--- src/rtl/alu8_pkg.sv ---
package alu8_pkg;
  typedef enum logic [3:0] {
    OP_MOVF = 4'd0,
    OP_MOVW = 4'd1,
    OP_ADD  = 4'd2,
    OP_SUB  = 4'd3,
    OP_AND  = 4'd4,
    OP_OR   = 4'd5,
    OP_XOR  = 4'd6,
    OP_CLR  = 4'd7,
    OP_INC  = 4'd8,
    OP_DEC  = 4'd9,
    OP_NOT  = 4'd10,
    OP_RL   = 4'd11,
    OP_RR   = 4'd12,
    OP_SWAP = 4'd13
  } alu_op_e;

  localparam int unsigned OP_LAST = 13;
  localparam int unsigned NFLAG   = 3;
  localparam int unsigned FL_C    = 0;
  localparam int unsigned FL_DC   = 1;
  localparam int unsigned FL_Z    = 2;
endpackage

--- src/rtl/alu8_addsub.sv ---
module alu8_addsub #(
  parameter int unsigned DW = 8
) (
  input  logic [DW-1:0] a_i,
  input  logic [DW-1:0] b_i,
  input  logic          sub_i,
  input  logic          cx_i,
  input  logic          c_i,
  output logic [DW-1:0] sum_o,
  output logic          c_o,
  output logic          dc_o
);
  localparam int unsigned NW = DW / 2;
  localparam int unsigned HW = DW - NW;

  logic [DW-1:0] b_eff;
  logic          cin;
  logic [NW:0]   lo;
  logic [HW:0]   hi;

  // a - b == a + ~b + 1; extended borrow folds into the carry-in
  always_comb begin
    b_eff = sub_i ? ~b_i : b_i;
    cin   = cx_i ? c_i : sub_i;
    lo    = {1'b0, a_i[NW-1:0]} + {1'b0, b_eff[NW-1:0]} + {{NW{1'b0}}, cin};
    hi    = {1'b0, a_i[DW-1:NW]} + {1'b0, b_eff[DW-1:NW]} + {{HW{1'b0}}, lo[NW]};
    sum_o = {hi[HW-1:0], lo[NW-1:0]};
    c_o   = hi[HW];
    dc_o  = lo[NW];
  end
endmodule

--- src/rtl/alu8_bitwise.sv ---
module alu8_bitwise
  import alu8_pkg::*;
#(
  parameter int unsigned DW = 8
) (
  input  alu_op_e       op_i,
  input  logic [DW-1:0] w_i,
  input  logic [DW-1:0] f_i,
  output logic [DW-1:0] res_o
);
  localparam logic [DW-1:0] ONE = DW'(1);

  always_comb begin
    case (op_i)
      OP_AND:  res_o = f_i & w_i;
      OP_OR:   res_o = f_i | w_i;
      OP_XOR:  res_o = f_i ^ w_i;
      OP_CLR:  res_o = '0;
      OP_INC:  res_o = f_i + ONE;
      OP_DEC:  res_o = f_i - ONE;
      OP_NOT:  res_o = ~f_i;
      default: res_o = f_i;
    endcase
  end
endmodule

--- src/rtl/alu8_rotate.sv ---
module alu8_rotate
  import alu8_pkg::*;
#(
  parameter int unsigned DW = 8
) (
  input  alu_op_e       op_i,
  input  logic [DW-1:0] f_i,
  input  logic          c_i,
  output logic [DW-1:0] res_o,
  output logic          c_o
);
  localparam int unsigned NW = DW / 2;

  always_comb begin
    res_o = f_i;
    c_o   = c_i;
    case (op_i)
      OP_RL: begin
        res_o = {f_i[DW-2:0], c_i};
        c_o   = f_i[DW-1];
      end
      OP_RR: begin
        res_o = {c_i, f_i[DW-1:1]};
        c_o   = f_i[0];
      end
      OP_SWAP: res_o = {f_i[NW-1:0], f_i[DW-1:NW]};
      default: ;
    endcase
  end
endmodule

--- src/rtl/alu8_core.sv ---
module alu8_core
  import alu8_pkg::*;
#(
  parameter int unsigned DW = 8
) (
  input  logic             clk_i,
  input  logic             rst_ni,
  input  logic             valid_i,
  input  logic [3:0]       op_i,
  input  logic [DW-1:0]    w_i,
  input  logic [DW-1:0]    f_i,
  input  logic [NFLAG-1:0] flags_i,
  input  logic             carry_ext_i,
  input  logic             dest_w_i,
  output logic             valid_o,
  output logic [DW-1:0]    res_o,
  output logic             dst_w_o,
  output logic [NFLAG-1:0] flags_o,
  output logic [NFLAG-1:0] flag_we_o
);
  alu_op_e          op;
  logic             known;
  logic [DW-1:0]    as_sum, bw_res, rt_res, nxt_res;
  logic             as_c, as_dc, rt_c, nxt_dst;
  logic [NFLAG-1:0] nxt_we, nxt_val, nxt_flags;

  assign op    = alu_op_e'(op_i);
  assign known = (32'(op_i) <= OP_LAST);

  alu8_addsub #(.DW(DW)) u_addsub (
    .a_i  (f_i),
    .b_i  (w_i),
    .sub_i(op == OP_SUB),
    .cx_i (carry_ext_i),
    .c_i  (flags_i[FL_C]),
    .sum_o(as_sum),
    .c_o  (as_c),
    .dc_o (as_dc)
  );

  alu8_bitwise #(.DW(DW)) u_bitwise (
    .op_i (op),
    .w_i  (w_i),
    .f_i  (f_i),
    .res_o(bw_res)
  );

  alu8_rotate #(.DW(DW)) u_rotate (
    .op_i (op),
    .f_i  (f_i),
    .c_i  (flags_i[FL_C]),
    .res_o(rt_res),
    .c_o  (rt_c)
  );

  always_comb begin
    nxt_res = bw_res;
    nxt_dst = dest_w_i;
    nxt_we  = '0;
    nxt_val = flags_i;
    case (op)
      OP_ADD, OP_SUB: begin
        nxt_res        = as_sum;
        nxt_we         = '1;
        nxt_val[FL_C]  = as_c;
        nxt_val[FL_DC] = as_dc;
      end
      OP_MOVW: begin
        nxt_res = w_i;
        nxt_dst = 1'b0;
      end
      OP_RL, OP_RR: begin
        nxt_res       = rt_res;
        nxt_we[FL_C]  = 1'b1;
        nxt_val[FL_C] = rt_c;
      end
      OP_SWAP: nxt_res = rt_res;
      OP_MOVF, OP_AND, OP_OR, OP_XOR, OP_CLR, OP_INC, OP_DEC, OP_NOT:
        nxt_we[FL_Z] = 1'b1;
      default: ;
    endcase
    nxt_val[FL_Z] = (nxt_res == '0);
  end

  for (genvar i = 0; i < NFLAG; i++) begin : g_merge
    assign nxt_flags[i] = nxt_we[i] ? nxt_val[i] : flags_i[i];
  end

  always_ff @(posedge clk_i or negedge rst_ni) begin
    if (!rst_ni) begin
      valid_o   <= 1'b0;
      res_o     <= '0;
      dst_w_o   <= 1'b0;
      flags_o   <= '0;
      flag_we_o <= '0;
    end else begin
      valid_o <= valid_i & known;
      if (valid_i && known) begin
        res_o     <= nxt_res;
        dst_w_o   <= nxt_dst;
        flags_o   <= nxt_flags;
        flag_we_o <= nxt_we;
      end else begin
        flag_we_o <= '0;
      end
    end
  end
endmodule

--- config.mk ---
export PLATFORM = sky130hd
export DESIGN_NAME = alu8_core
export DESIGN_NICKNAME = d
export VERILOG_FILES = /design/src/rtl/alu8_pkg.sv /design/src/rtl/alu8_addsub.sv /design/src/rtl/alu8_bitwise.sv /design/src/rtl/alu8_rotate.sv /design/src/rtl/alu8_core.sv
export SDC_FILE = /design/constraint.sdc
export NUM_CORES = 1
export LEC_CHECK = 0
export CORE_UTILIZATION = 30
export DETAILED_ROUTE_END_ITERATION = 16
export GPL_TIMING_DRIVEN = 0
export PLACE_DENSITY_LB_ADDON = 0.25
export SYNTH_ARGS = -nofsm -noshare
export SYNTH_HDL_FRONTEND = slang
export SYNTH_HIERARCHICAL = 1
export SYNTH_SLANG_ARGS = --single-unit
--- constraint.sdc ---
create_clock -name clk_i -period 1.1 [get_ports clk_i]
set_input_delay 0.165 -clock clk_i [delete_from_list [all_inputs] [get_ports clk_i]]
set_output_delay 0.165 -clock clk_i [all_outputs]
set_load 0.005 [all_outputs]
==> After elaboration in Yosys (flattened, before gate mapping) <==
Cells that the tools add are included.
{ "totals": {"out_inout_bits": 16, "input_bits": 28, "word_cells": 55, "register_bits": 16} }
{ "classes": {"n_mux": 16, "eq_ne": 13, "bitwise_logic": 6, "n_addsub": 6, "reduce_logical": 8, "order_cmp": 1} }
{ "ops": {"columns": ["op", "count"], "rows": [
  ["$pmux W8 S7", 1],
  ["$pmux W8 S3", 2],
  ["$eq A4 B4 Y1 const B", 6],
  ["$eq A4 B3 Y1 const B", 4],
  ["$not A8 Y8", 2],
  ["$add A4 B4 Y5", 2],
  ["$add A5 B1 Y5", 2],
  ["$reduce_or A10 Y1", 1],
  ["$mux W1", 9],
  ["$add A8 B1 Y8 const B", 1],
  ["$and A8 B8 Y8", 1],
  ["$eq A4 B2 Y1 const B", 2],
  ["$logic_not A8 Y1", 1],
  ["$mux W8", 1],
  ["$or A8 B8 Y8", 1],
  ["$sub A8 B1 Y8 const B", 1],
  ["$xor A8 B8 Y8", 1],
  ["$eq A4 B1 Y1 const B", 1],
  ["$le A4 B4 Y1 const B", 1],
  ["$logic_not A4 Y1", 1],
  ["$pmux W1 S2", 2],
  ["$reduce_or A2 Y1", 2],
  ["$reduce_or A4 Y1", 1],
  ["$mux W3", 1],
  ["other kinds (3)", 3]
]} }

==> Depth between registers and ports, before layout <==
Gate-level depths: netlist of the first run.
{ "depth": {"ltp_word": 8, "ltp_mapped": 21, "ltp_nobuf": 19} }

==> Cells and area by module <==
Netlist of the first run, hierarchy kept.
{ "modules_own_cells": {"columns": ["module", "instances", "area_each_um2", "seq_area_each_um2", "cells_each"], "rows": [
  ["alu8_core", 1, 1028.5, 400.4, 118],
  ["alu8_bitwise", 1, 998.5, 0.0, 145],
  ["alu8_addsub", 1, 375.4, 0.0, 43],
  ["alu8_rotate", 1, 265.3, 0.0, 36]
]} }

==> Worst setup path after synthesis of the first run <==
No wires, ideal clock.
{ "synth_timing": {"path_type": "input port to flip-flop", "start": "input port op_i[3]", "end": "register flags_o[2]", "path_slack_ps": -2615, "path_buffers": 2, "required_time_ps": 1023, "arrival_time_ps": 3638, "setup_ps": 77, "path_stages": 19, "cell_sequence": "buf_2 nor2_1 nand2_1 nor2_1 buf_4 xnor2_1 fa_1 fa_1 nor2b_1 o21ai_1 nor2b_1 fa_1 inv_1 fa_1 a22oi_1 o2bb2ai_1 nor2_1 nand4_1 o21ai_1"} }
{ "synth_between": {"elab_chain_cells": 8, "word_cells_on_any_way": 31, "classes_between": "add/sub (4); order compare (1); eq/ne (13); mux (7); reduce/logical (6)"} }
{ "synth_lines": {"columns": ["item", "line_no", "source"], "rows": [
  ["from (decl)", "alu8_core.sv:9", "input logic [3:0] op_i,"],
  ["$eq A4 B2 Y1 *", "alu8_core.sv:33", ".sub_i(op == OP_SUB),"],
  ["$mux W8", "alu8_addsub.sv:23", "b_eff = sub_i ? ~b_i : b_i;"],
  ["$add A4 B4 Y5", "alu8_addsub.sv:25", "lo = {1'b0, a_i[NW-1:0]} + {1'b0, b_eff[NW-1:0]} + {{NW{1'b0}}, cin};"],
  ["$add A5 B1 Y5", "alu8_addsub.sv:25", null],
  ["$add A5 B1 Y5 *", "alu8_addsub.sv:26", "hi = {1'b0, a_i[DW-1:NW]} + {1'b0, b_eff[DW-1:NW]} + {{HW{1'b0}}, lo[NW]};"],
  ["via as_sum[5]", "alu8_core.sv:23", "logic [DW-1:0] as_sum, bw_res, rt_res, nxt_res;"],
  ["$pmux W8 S3 *", "alu8_core.sv:61", "case (op)"],
  ["$logic_not A8 Y1 *", "alu8_core.sv:82", "nxt_val[FL_Z] = (nxt_res == '0);"],
  ["$mux W1 *", "alu8_core.sv:86", "assign nxt_flags[i] = nxt_we[i] ? nxt_val[i] : flags_i[i];"],
  ["to (signal assigned)", "alu8_core.sv:101", "flags_o <= nxt_flags;"],
  ["to (decl)", "alu8_core.sv:18", "output logic [NFLAG-1:0] flags_o,"]
]} }
The timed path passes the listed nets; every way through them passes the cells marked *.
A chain may end at the register's enable or synchronous reset.

==> Final worst setup path of the first run <==
{ "layout_timing": {"start": "input port op_i[2]", "end": "register flags_o[2]"} }
The elaborated chain is that of the path after synthesis.

==> flow_summary.ini, run 1 <==
[final_layout]
syn_to_final_growth_pct = 38.23
diodes = 0
final_net_count = 471
drive_gt1_share_pct = 24.58

[drt]
drc = 0
drtPass1Iterations = 7
final_antenna_net_count = 0
num_vias = 2908
drt-total-wl_um = 8858
wl_per_cell_um = 16.94
via_per_inst = 5.560
drtIter0Drc = 218

[clock_network]
clk_latency_ns = 0.24
cts_root_buffer = clkbuf_8
cts.reportedPaths.clkPinSlew_ns = 0.06
numCtsBuffers = 3
h-tree-depth = 1
cts_num_sinks = 16
cts-hold-fix-buffers = 0
cts_tree = done
clock_path_buffers = 2

[synthesis]
yosysUniqueCellTypes = 72
yosys_most_used_dff = dfrtp_1
synth-edff-count = 0
ys_seq_area_share_pct = 15.01
ys_ff_latch = 16
async_reset_ff_share_pct = 100.0
synthesis.instances = 342
avgSynthCellArea_um2 = 7.800
mappedNetlistNets = 397
synth_warnings = 6
netlist_area_mm2 = 0.002668

[worst_setup_path]
cp_common_cell = fa_2
critPathMaxStageDelay_ns = 0.40
path_class = in -> reg
cp.arrival_ns = 3.69
r2r-start = flags_o[1]$_DFFE_PN0P_
cp.depth = 20
cp_top_family = adder cells
crit_chain = buf_12 > buf_12 > nor2_4 > nand2_4 > nor2_4 > buf_6 > xnor2_4 > fa_2 > fa_2 > nor2b_2 > o21ai_2 > nor2b_4 > fa_2 > inv_2 > a31oi_1 > xnor2_1 > a22o_1 > a222oi_1 > nand4_1 > o21ai_1
worst-path-buf-inv = 4
reg2regPathDepth = 3
critPathMaxFanout = 4
cp_slowest_cell = fa_2
start_kind = input port
crit_path_end_kind = flip-flop
critPathLaunch = op_i[2]
worstPathRequired_ns = 1.27

[hold_path]
hold_start = valid_i
worstHoldPathType = in -> reg
hold_path_depth = 2

[power_and_ir_drop]
leakage_uw = 0.001716
peakVddDrop_mv = 0.2973
powerDensity_mw_per_mm2 = 751.8

[sta]
fin_skew_ns = 0
whs_ns = 0.2483
fin_crit_sh_pct = 320.3
rsz0062_at_grt = yes
worst_slew_pin_slew_ns = 0.6754
relSlewSlack_pct = 54.84
setup_tns_ns = -19.88
setup_ws_ns = -2.423
setup_viol = 12
hold_violations = 0
timing.final.crit_period_ns = 3.523
slew_violations = 0
max_freq_mhz = 283.9

[die]
ios = 44
die_w_um = 96.30
initial_core_util_pct = 30.74
rows = 34
core_mm2 = 0.008678
dieArea_mm2 = 0.009273
die_h_um = 96.30

[place]
place_hpwl_um = 6516
portBuffers = 43
place.gp.congestion = 0.9359

[run]
cap_violations = 0

[global_route]
grtUsageTotal_pct = 19.41
grt_pass1_wl_um = 13880
grt_pass1_vias = 2782
gr-total-overflow = 0
grt_antenna_before_repair = 0
grt_max_degree = 17

[status]
violations = setup timing
outcome = finished with violations
-- metal layers --
| metal | GRT usage [%] | wire [um] |
|---|---|---|
| met5 | 0 | 0 |
| met2 | 35.05 | 4362 |
| met4 | 6.373 | 180 |
| met1 | 24.73 | 3947 |
| met3 | 0.6319 | 368 |
-- Yosys cell counts, types with 2 or more instances --
library cell	number	share of area, %
o21ai_1	12	2.3
buf_2	14	2.6
a21oi_1	19	3.6
xor2_1	8	2.6
nor3b_1	6	1.7
or2b_1	2	0.56
a221o_1	8	3.0
nand2_1	24	3.4
o22ai_1	3	0.70
o2bb2ai_1	2	0.66
nor3_1	5	0.94
xnor2_1	5	1.6
nand2b_1	7	1.6
a22oi_1	4	1.1
or2_2	2	0.47
mux2i_1	15	5.6
buf_4	5	1.4
nand3b_1	2	0.56
fa_1	4	3.0
dfrtp_1	16	15
a21o_1	2	0.56
inv_1	27	3.8
nor2b_1	7	1.6
a31oi_1	3	0.70
nor2_1	22	3.1
a211oi_1	4	1.1
o211ai_1	3	0.84
inv_2	2	0.28
a2bb2oi_1	3	0.99
a21boi_0	2	0.56
o31ai_1	2	0.56
and3_1	2	0.47
and2_1	2	0.47
o32ai_1	4	1.3
o31a_1	2	0.66
nand3_1	8	1.5
ha_1	23	11
o21ai_0	17	3.2
nand4_1	3	0.70
a222oi_1	5	1.9
a22o_1	5	1.6
-- metrics by stage --
stage	instances	instance area (um^2)	power [uW]	setup slack, ns	util, %
after CTS	512	3520	2665	-2.395	40.56
after floorplan	342	2731	1516	-2.303	-
final	523	3687	2772	-2.423	42.49
after global routing	523	3687	2973	-2.554	42.49
after global placement	493	3297	2068	-3.789	37.99
after detailed placement	493	3297	2093	-3.793	37.99
-- cell families (layout without fill, tap and decap cells) --
group	after synthesis	after routing	share of synthesized area, %
adders and majority gates	27	27	13.79
xor gates and xnor gates	13	13	4.268
and+or+nand+nor	109	109	23.55
DFF	16	16	15.01
AOI/OAI and AO/OA	111	111	28.94
buffers and inverters	51	124	8.818
muxes	15	15	5.628
-- layout by cell type, fill, tap and decap left out, drive strengths merged, types with 16 or more instances in the layout --
cell	instances
buf	51
clkdlybuf4s50	17
dlygate4sd2	18
inv	29
dfrtp	16
nand2	25
ha	23
o21ai	29
nor2	23
a21oi	20
-- worst register-to-register path, delay by kind of cell (launching register included) --
family / cells / cell delay (ns)
DFF: 1 / 0.37
buffers and inverters: 1 / 0.13
and+or+nand+nor: 1 / 0.06
AOI/OAI and AO/OA: 1 / 0.06
-- final timing paths --
check	endpoint	slack (ns)
max in group asynchronous	res_o[1]$_DFFE_PN0P_	0.34
hold / removal	flag_we_o[0]$_DFF_PN0_	0.25
setup reg to reg	flags_o[1]$_DFFE_PN0P_	0.37
min in group asynchronous	dst_w_o$_DFFE_PN0P_	0.33
setup / recovery	flags_o[2]$_DFFE_PN0P_	-2.42
hold reg to reg	res_o[6]$_DFFE_PN0P_	0.48
-- power breakdown --
part / internal [uW] / leakage [uW] / switching (uW)
registers: 666 / 0.000202 / 31.7
logic: 767 / 0.00149 / 804
clock network: 317 / 0.0000288 / 187
total: 1750 / 0.00172 / 1020
-- layout make-up --
class,count,area [um^2]
plain buffers,22,188.9
clock buffers,4,55.05
fillers,893,4991
inverters,29,108.9
multi-input cells,275,2172
flip-flops and latches,16,400.4
well taps,108,135.1
repair buffers,69,626.9
-- state kept, by name (all words and copies together) (netlist names) --
| name | flops |
|---|---|
| res_o | 8 |
| flag_we_o | 3 |
| flags_o | 3 |
| dst_w_o | 1 |
| valid_o | 1 |
-- timing repair --
item,CTS,global route
setup endpoints to repair,32,13
pin swaps,19,14
gates resized for setup,73,29
hold endpoints to repair,0,0
buffers inserted,15,11
Note: power is estimated with default switching activity, not from simulation.
==> run 2: changes to the inputs <==
==> constraint.sdc (replaced) <==
create_clock -name clk_i -period 3.35 [get_ports clk_i]
set_input_delay 0.5025 -clock clk_i [delete_from_list [all_inputs] [get_ports clk_i]]
set_output_delay 0.5025 -clock clk_i [all_outputs]
set_load 0.005 [all_outputs]
==> run 2 against run 1 <==
  * The run still ends with setup timing left
  * Core utilization grew 0.19 points
  * Sequential power shrank 67%
  * Combinational power shrank 66%
  * Global-route usage grew 1.1 points
  * Via count grew 3.3%
  * Die area is the same
  * Critical path type unchanged
==> flow_summary.ini, run 2 (synthesized netlist as in run 1, its figures left out) <==
[clock_network]
clock_path_buffers = 2
cts_tree = done
numCtsBuffers = 3
cts.reportedPaths.clkPinSlew_ns = 0.06
cts_root_buffer = clkbuf_8
h-tree-depth = 1
cts_num_sinks = 16
clk_latency_ns = 0.24
cts-hold-fix-buffers = 0

[final_layout]
diodes = 0
fillers = 874
drive_gt1_share_pct = 21.77
syn_to_final_growth_pct = 38.84
stdcell_count = 526
largestRegisters = res_o (8), flag_we_o (3), flags_o (3)
top_register = res_o
final_cell_mix = buf_4, clkdlybuf4s50_1, inv_1, nand2_1, ha_1
largest_reg_flops = 8
final_net_count = 475
final_common_cell = buf_4

[worst_setup_path]
cp_common_cell = nor2b_4
cp_slowest_cell = fa_2
critPathMaxFanout = 9
cp.arrival_ns = 3.81
crit_path_end_kind = flip-flop
path_class = in -> reg
critPathMaxStageDelay_ns = 0.39
crit_chain = buf_12 > buf_8 > nand2_4 > nor2_4 > buf_6 > buf_4 > buf_6 > xor2_2 > ha_1 > nor2b_4 > o21ai_2 > nor2b_4 > fa_2 > inv_2 > fa_2 > a21o_2 > a21o_1 > nor2b_4 > a31oi_1 > o22ai_1 > nor2_1 > o21ai_1
worstPathRequired_ns = 3.48
cp_top_family = compound AO/OA/AOI/OAI gates
worst-path-buf-inv = 6
start_kind = input port

[place]
preCtsSetupSlack_ns = -1.848
place.gp.congestion = 0.9239
dp_cells = 493
portBuffers = 43
place_hpwl_um = 6476

[die]
die_h_um = 96.30
core_mm2 = 0.008678
rows = 34
ios = 44
die_w_um = 96.30
initial_core_util_pct = 30.74
dieArea_mm2 = 0.009273

[sta]
whs_ns = 0.4840
worst_slew_pin_slew_ns = 0.6821
hold_violations = 0
setup_ws_ns = -0.3256
timing.final.crit_period_ns = 3.676
relSlewSlack_pct = 54.38
rsz0062_at_grt = yes
setup_viol = 6
max_freq_mhz = 272.1
fin_skew_ns = 0
fin_crit_sh_pct = 109.7
slew_violations = 0

[drt]
drtPass1Iterations = 5
final_antenna_net_count = 0
drc = 0
drt-total-wl_um = 9212
drtIter0Drc = 214
dr_wl_met2_um = 4420
num_vias = 3005
met3_length_um = 583
drt-met1-wl_um = 4005
via_per_inst = 5.713
dr.max_layer_used = met4
wl_per_cell_um = 17.51

[status]
violations = setup timing
outcome = finished with violations

[power_and_ir_drop]
leakage_uw = 0.001686
peakVddDrop_mv = 0.09414
powerDensity_mw_per_mm2 = 242.1

[hold_path]
worstHoldPathType = reg -> reg

[run]
cap_violations = 0

[global_route]
gr-total-overflow = 0
grt_pass1_wl_um = 14590
grt_max_degree = 17
grt_pass1_vias = 2854
grtUsageTotal_pct = 20.49
grt_antenna_before_repair = 0
## run 2: changes by cell type in the layout (fill, tap and decap cells not counted), sizes merged
cell / delta
clkdlybuf4s50: +16
dlygate4sd2: -13
buf: +3
clkbuf: -2
bufbuf: +1
clkdlybuf4s15: -1
dlymetal6s2s: -1
## run 2: layer usage
metal,global-route usage [%],up-vias
li1,-,1411
met1,26.87,1443
met2,34.69,136
met3,2.054,15
met4,7.353,0
met5,0,-
## run 2: path summary, 6_finish.rpt
| path | from | to | depth (start not counted) | slack, ns |
|---|---|---|---|---|
| max in group asynchronous | rst_ni | res_o[0]$_DFFE_PN0P_ | 1 | 2.24 |
| setup / recovery | op_i[1] | flags_o[0]$_DFFE_PN0P_ | 22 | -0.33 |
| hold reg to reg | res_o[3]$_DFFE_PN0P_ | res_o[3]$_DFFE_PN0P_ | 2 | 0.48 |
| min in group asynchronous | rst_ni | res_o[1]$_DFFE_PN0P_ | 1 | 0.68 |
| hold / removal | res_o[3]$_DFFE_PN0P_ | res_o[3]$_DFFE_PN0P_ | 2 | 0.48 |
| setup reg to reg | flags_o[2]$_DFFE_PN0P_ | flags_o[2]$_DFFE_PN0P_ | 2 | 2.66 |
## run 2: worst register-to-register path: stages, from the launching register on
cell and delay, ns:
dfrtp_1 0.38, a21oi_1 0.12, o21ai_1 0.07
## run 2: power breakdown
part           internal [uW]  leakage [uW]  total, uW  switching [uW]
Combinational            269       0.00146        528             259
Clock                   79.5     0.0000216        137            57.9
Sequential               219      0.000202        231            12.2
Total                    567       0.00169        897             329
## run 2: per-stage QoR
stage                     cell area [um^2]  util (%)  power (uW)  TNS (ns)
after floorplan                       2728         -       496.2    -1.613
after global placement                3293     37.95       678.6    -13.12
after detailed placement              3293     37.95       683.7    -13.40
after CTS                             3560     41.02       868.3   -0.8741
after global routing                  3704     42.68       962.6    -2.223
final                                 3704     42.68       896.5    -1.416
## run 2: what timing repair did
item,in CTS,in global routing
setup endpoints to repair,11,8
resized for setup,50,17
cloned,1,0
pin swaps,18,19
buffers inserted,25,9
## run 2: area by class of cell
type / instances / area, um^2 / area share, %
multi-input cells: 275 / 2137 / 57.70
repair buffers: 76 / 750.7 / 20.27
flip-flops and latches: 16 / 400.4 / 10.81
well taps: 108 / 135.1 / 3.649
plain buffers: 19 / 125.1 / 3.378
inverters: 29 / 113.9 / 3.074
clock buffers: 3 / 41.29 / 1.115
==> run 3: changes to the inputs <==
--- a/config.mk
+++ b/config.mk
@@ -8,6 +8,7 @@
 export CORE_UTILIZATION = 30
 export DETAILED_ROUTE_END_ITERATION = 16
 export GPL_TIMING_DRIVEN = 0
+export MAX_ROUTING_LAYER = met4
 export PLACE_DENSITY_LB_ADDON = 0.25
 export SYNTH_ARGS = -nofsm -noshare
 export SYNTH_HDL_FRONTEND = slang
==> run 3 against run 2 <==
  * The flow now stops in 5_2_route
  * Synthesized cell count did not move
  * Global-route usage is 0.66 points higher
  * Area after synthesis did not move
==> flow_summary.ini, run 3 <==
[synthesis]
async_reset_ff_share_pct = 100.0
yosys_most_used_dff = dfrtp_1
synthesis.instances = 342
synth_area_leader_cell = dfrtp_1
ys_seq_area_share_pct = 15.01
synth_warnings = 6
avgSynthCellArea_um2 = 7.800
yosysUniqueCellTypes = 72
ys_ff_latch = 16
netlist_area_mm2 = 0.002668
synth-edff-count = 0
mappedNetlistNets = 397
synth.most_common_cell = inv_1
synth_common_cells = inv_1, nand2_1, ha_1, nor2_1, a21oi_1
yosysTopAreaCellShare_pct = 15.01
synth_area_leaders = dfrtp_1, ha_1, mux2i_1

[die]
rows = 34
ios = 44
die_h_um = 96.30
die_w_um = 96.30
initial_core_util_pct = 30.74

[global_route]
grt_pass1_vias = 2768
grt_max_degree = 17
grt_antenna_before_repair = 0
gr-total-overflow = 0
grtUsageTotal_pct = 21.15
grt_pass1_wl_um = 14430

[place]
place.gp.congestion = 0.9355
portBuffers = 43
preCtsSetupSlack_ns = -1.831
place_hpwl_um = 6494

[status]
haltStage = 5_2_route
first-error = [ERROR DRT-0255] Maze Route cannot find path of net clk_i in worker of routeBox ( 48300 0 ) ( 96295 48300 ).
outcome = aborted with a tool error

[clock_network]
h-tree-depth = 1
cts_num_sinks = 16
cts_root_buffer = clkbuf_8
numCtsBuffers = 3
cts-hold-fix-buffers = 0
clock_path_buffers = 2

[sta]
worstEndpointGrtRepair = flags_o[2]$_DFFE_PN0P_/D
endpoint_type = register data pin
-- run 3: cell counts after synthesis --
No cell type changed its count.
-- run 3: per-layer routing --
metal / GRT usage [%]
met1: 27.17
met2: 34.87
met3: 1.580
met4: 7.475
met5: -
-- run 3: logic make-up after synthesis --
family | synth area share [%]
compound gates | 28.94
buf+inv | 8.818
flops | 15.01
mux | 5.628
fa+ha+maj | 13.79
xor+xnor | 4.268
simple gates | 23.55
-- run 3: metrics by stage --
step	instance area, um^2	util (%)	setup TNS [ns]	hold slack (ns)	cells
global route	3691	42.53	-2.111	0.5140	523
CTS	3595	41.42	-1.079	0.4866	520
detailed placement	3293	37.95	-13.07	0.4722	493
global placement	3293	37.95	-13.10	0.4638	493
floorplan	2728	-	-1.613	0.2069	342
-- run 3: repair_timing --
| action | 4_1_cts | 5_1_grt |
|---|---|---|
| setup endpoints to repair | 11 | 8 |
| gates resized for setup | 51 | 15 |
| setup buffers | 25 | 9 |
| gates cloned | 1 | 0 |
| pin swaps | 18 | 24 |
==> run 4: changes to the inputs <==
--- a/config.mk
+++ b/config.mk
@@ -5,11 +5,10 @@
 export SDC_FILE = /design/constraint.sdc
 export NUM_CORES = 1
 export LEC_CHECK = 0
-export CORE_UTILIZATION = 30
+export CORE_UTILIZATION = 20
 export DETAILED_ROUTE_END_ITERATION = 16
 export GPL_TIMING_DRIVEN = 0
-export MAX_ROUTING_LAYER = met4
-export PLACE_DENSITY_LB_ADDON = 0.25
+export PLACE_DENSITY_LB_ADDON = 0.15
 export SYNTH_ARGS = -nofsm -noshare
 export SYNTH_HDL_FRONTEND = slang
 export SYNTH_HIERARCHICAL = 1
==> run 4 against run 3 <==
  * The flow now finishes, with violations (setup timing)
  * Global-route usage is 6.2 points lower
==> flow_summary.ini, run 4 (synthesized netlist as in run 1, its figures left out) <==
[clock_network]
numCtsBuffers = 3
cts_root_buffer = clkbuf_16
h-tree-depth = 1
cts.reportedPaths.clkPinSlew_ns = 0.05
cts_num_sinks = 16
cts-hold-fix-buffers = 0
cts_tree = done
clock_path_buffers = 2
clk_latency_ns = 0.24

[place]
place_area_mm2 = 0.003373
place.gp.congestion = 0.8366
portBuffers = 43
dp_cells = 557
place_hpwl_um = 7315

[worst_setup_path]
path_class = in -> reg
worst-path-buf-inv = 4
cp_slowest_cell = fa_2
crit_path_end_kind = flip-flop
worstPathRequired_ns = 3.52
cp_top_family = adder cells
critPathMaxStageDelay_ns = 0.44
crit_chain = buf_12 > nor2_4 > nand2_4 > nor2_4 > buf_6 > mux2i_4 > fa_2 > fa_2 > nor2b_2 > o21ai_2 > nor2b_4 > fa_2 > inv_2 > buf_4 > a31oi_2 > xnor2_1 > a22o_1 > a222oi_1 > nand4_1 > o21ai_1
cp.arrival_ns = 3.98
start_kind = input port
critPathMaxFanout = 4
cp_common_cell = fa_2

[final_layout]
drive_gt1_share_pct = 26.65
syn_to_final_growth_pct = 49.53
top_register = res_o
finalInstanceArea_mm2 = 0.003989
final_net_count = 495
final_cell_mix = buf_4, clkdlybuf4s50_1, inv_1, nand2_1, ha_1
stdcell_count = 611
final_common_cell = buf_4
diodes = 0
largest_reg_flops = 8
largestRegisters = res_o (8), flag_we_o (3), flags_o (3)
final_util_pct = 31.10

[drt]
num_vias = 3044
wl_per_cell_um = 16.99
via_per_inst = 4.982
drtPass1Iterations = 6
drtIter0Drc = 138
drc = 0
drt-total-wl_um = 10380
final_antenna_net_count = 0

[sta]
timing.final.crit_period_ns = 3.806
fin_skew_ns = 0
hold_violations = 0
slew_violations = 0
setup_ws_ns = -0.4557
fin_crit_sh_pct = 113.6
worst_slew_pin_slew_ns = 0.7339
setup_tns_ns = -2.091
setup_viol = 6
rsz0062_at_grt = yes
relSlewSlack_pct = 50.92
max_freq_mhz = 262.8

[die]
core_mm2 = 0.01282
die_h_um = 117.5
ios = 44
die_w_um = 117.5
rows = 41
initial_core_util_pct = 20.80
dieArea_mm2 = 0.01380

[global_route]
grt_pass1_wl_um = 16350
grt_max_degree = 17
grt_antenna_before_repair = 0
gr-total-overflow = 0
grt_pass1_vias = 3032
grtUsageTotal_pct = 14.92

[status]
outcome = finished with violations
violations = setup timing

[power_and_ir_drop]
peakVddDrop_mv = 0.1439
leakage_uw = 0.001782
powerDensity_mw_per_mm2 = 262.5

[hold_path]
worstHoldPathType = reg -> reg

[run]
cap_violations = 0
[run 4: metrics by stage]
stage                     setup WS (ns)  power [uW]  hold slack (ns)
final                           -0.4557        1047           0.4756
after global routing            -0.5847        1118           0.5176
after CTS                       -0.3673        1027           0.4878
after detailed placement         -1.978       696.3           0.4750
after global placement           -1.959       693.2           0.4644
after floorplan                 -0.3927       496.2           0.2069
[run 4: worst register-to-register path, delay by kind of cell (launching register included)]
kind	cells	cell delay, ns
DFF	1	0.37
AOI/OAI and AO/OA	2	0.19
[run 4: repair_timing]
action | 4_1_cts | 5_1_grt
cloned | 1 | 0
resized for setup | 59 | 13
buffers inserted | 49 | 4
setup endpoints to repair | 11 | 7
pin swaps | 19 | 18
[run 4: where the power goes]
| group | total (uW) | switching, uW | internal (uW) |
|---|---|---|---|
| sequential | 231 | 12.3 | 219 |
| combinational | 563 | 276 | 287 |
| clock | 253 | 71.9 | 181 |
| total | 1050 | 360 | 687 |
[run 4: final cells by class]
| type | count | area, um^2 |
|---|---|---|
| multi-input cells | 275 | 2151 |
| flip-flops and latches | 16 | 400.4 |
| well taps | 172 | 215.2 |
| repair buffers | 96 | 888.4 |
| inverters | 29 | 116.4 |
| clock buffers | 4 | 88.84 |
| fillers | 1391 | 8836 |
| plain buffers | 19 | 128.9 |
[run 4: per-layer routing]
layer  global-route usage [%]  part of all wire, %  vias up
li1                         -                    -     1455
met1                    19.25                   45     1477
met2                    25.70                   47       95
met3                    1.986                  5.3       17
met4                    4.487                  2.1        0
met5                        0                    0        -
[run 4: final timing paths]
check	slack, ns	startpoint	cells after the start	to
setup / recovery	-0.46	op_i[2]	20	flags_o[2]$_DFFE_PN0P_
hold / removal	0.48	res_o[0]$_DFFE_PN0P_	2	res_o[0]$_DFFE_PN0P_
setup reg to reg	2.66	flags_o[2]$_DFFE_PN0P_	2	flags_o[2]$_DFFE_PN0P_
hold reg to reg	0.48	res_o[0]$_DFFE_PN0P_	2	res_o[0]$_DFFE_PN0P_
max in group asynchronous	2.19	rst_ni	1	res_o[4]$_DFFE_PN0P_
min in group asynchronous	0.70	rst_ni	1	res_o[7]$_DFFE_PN0P_
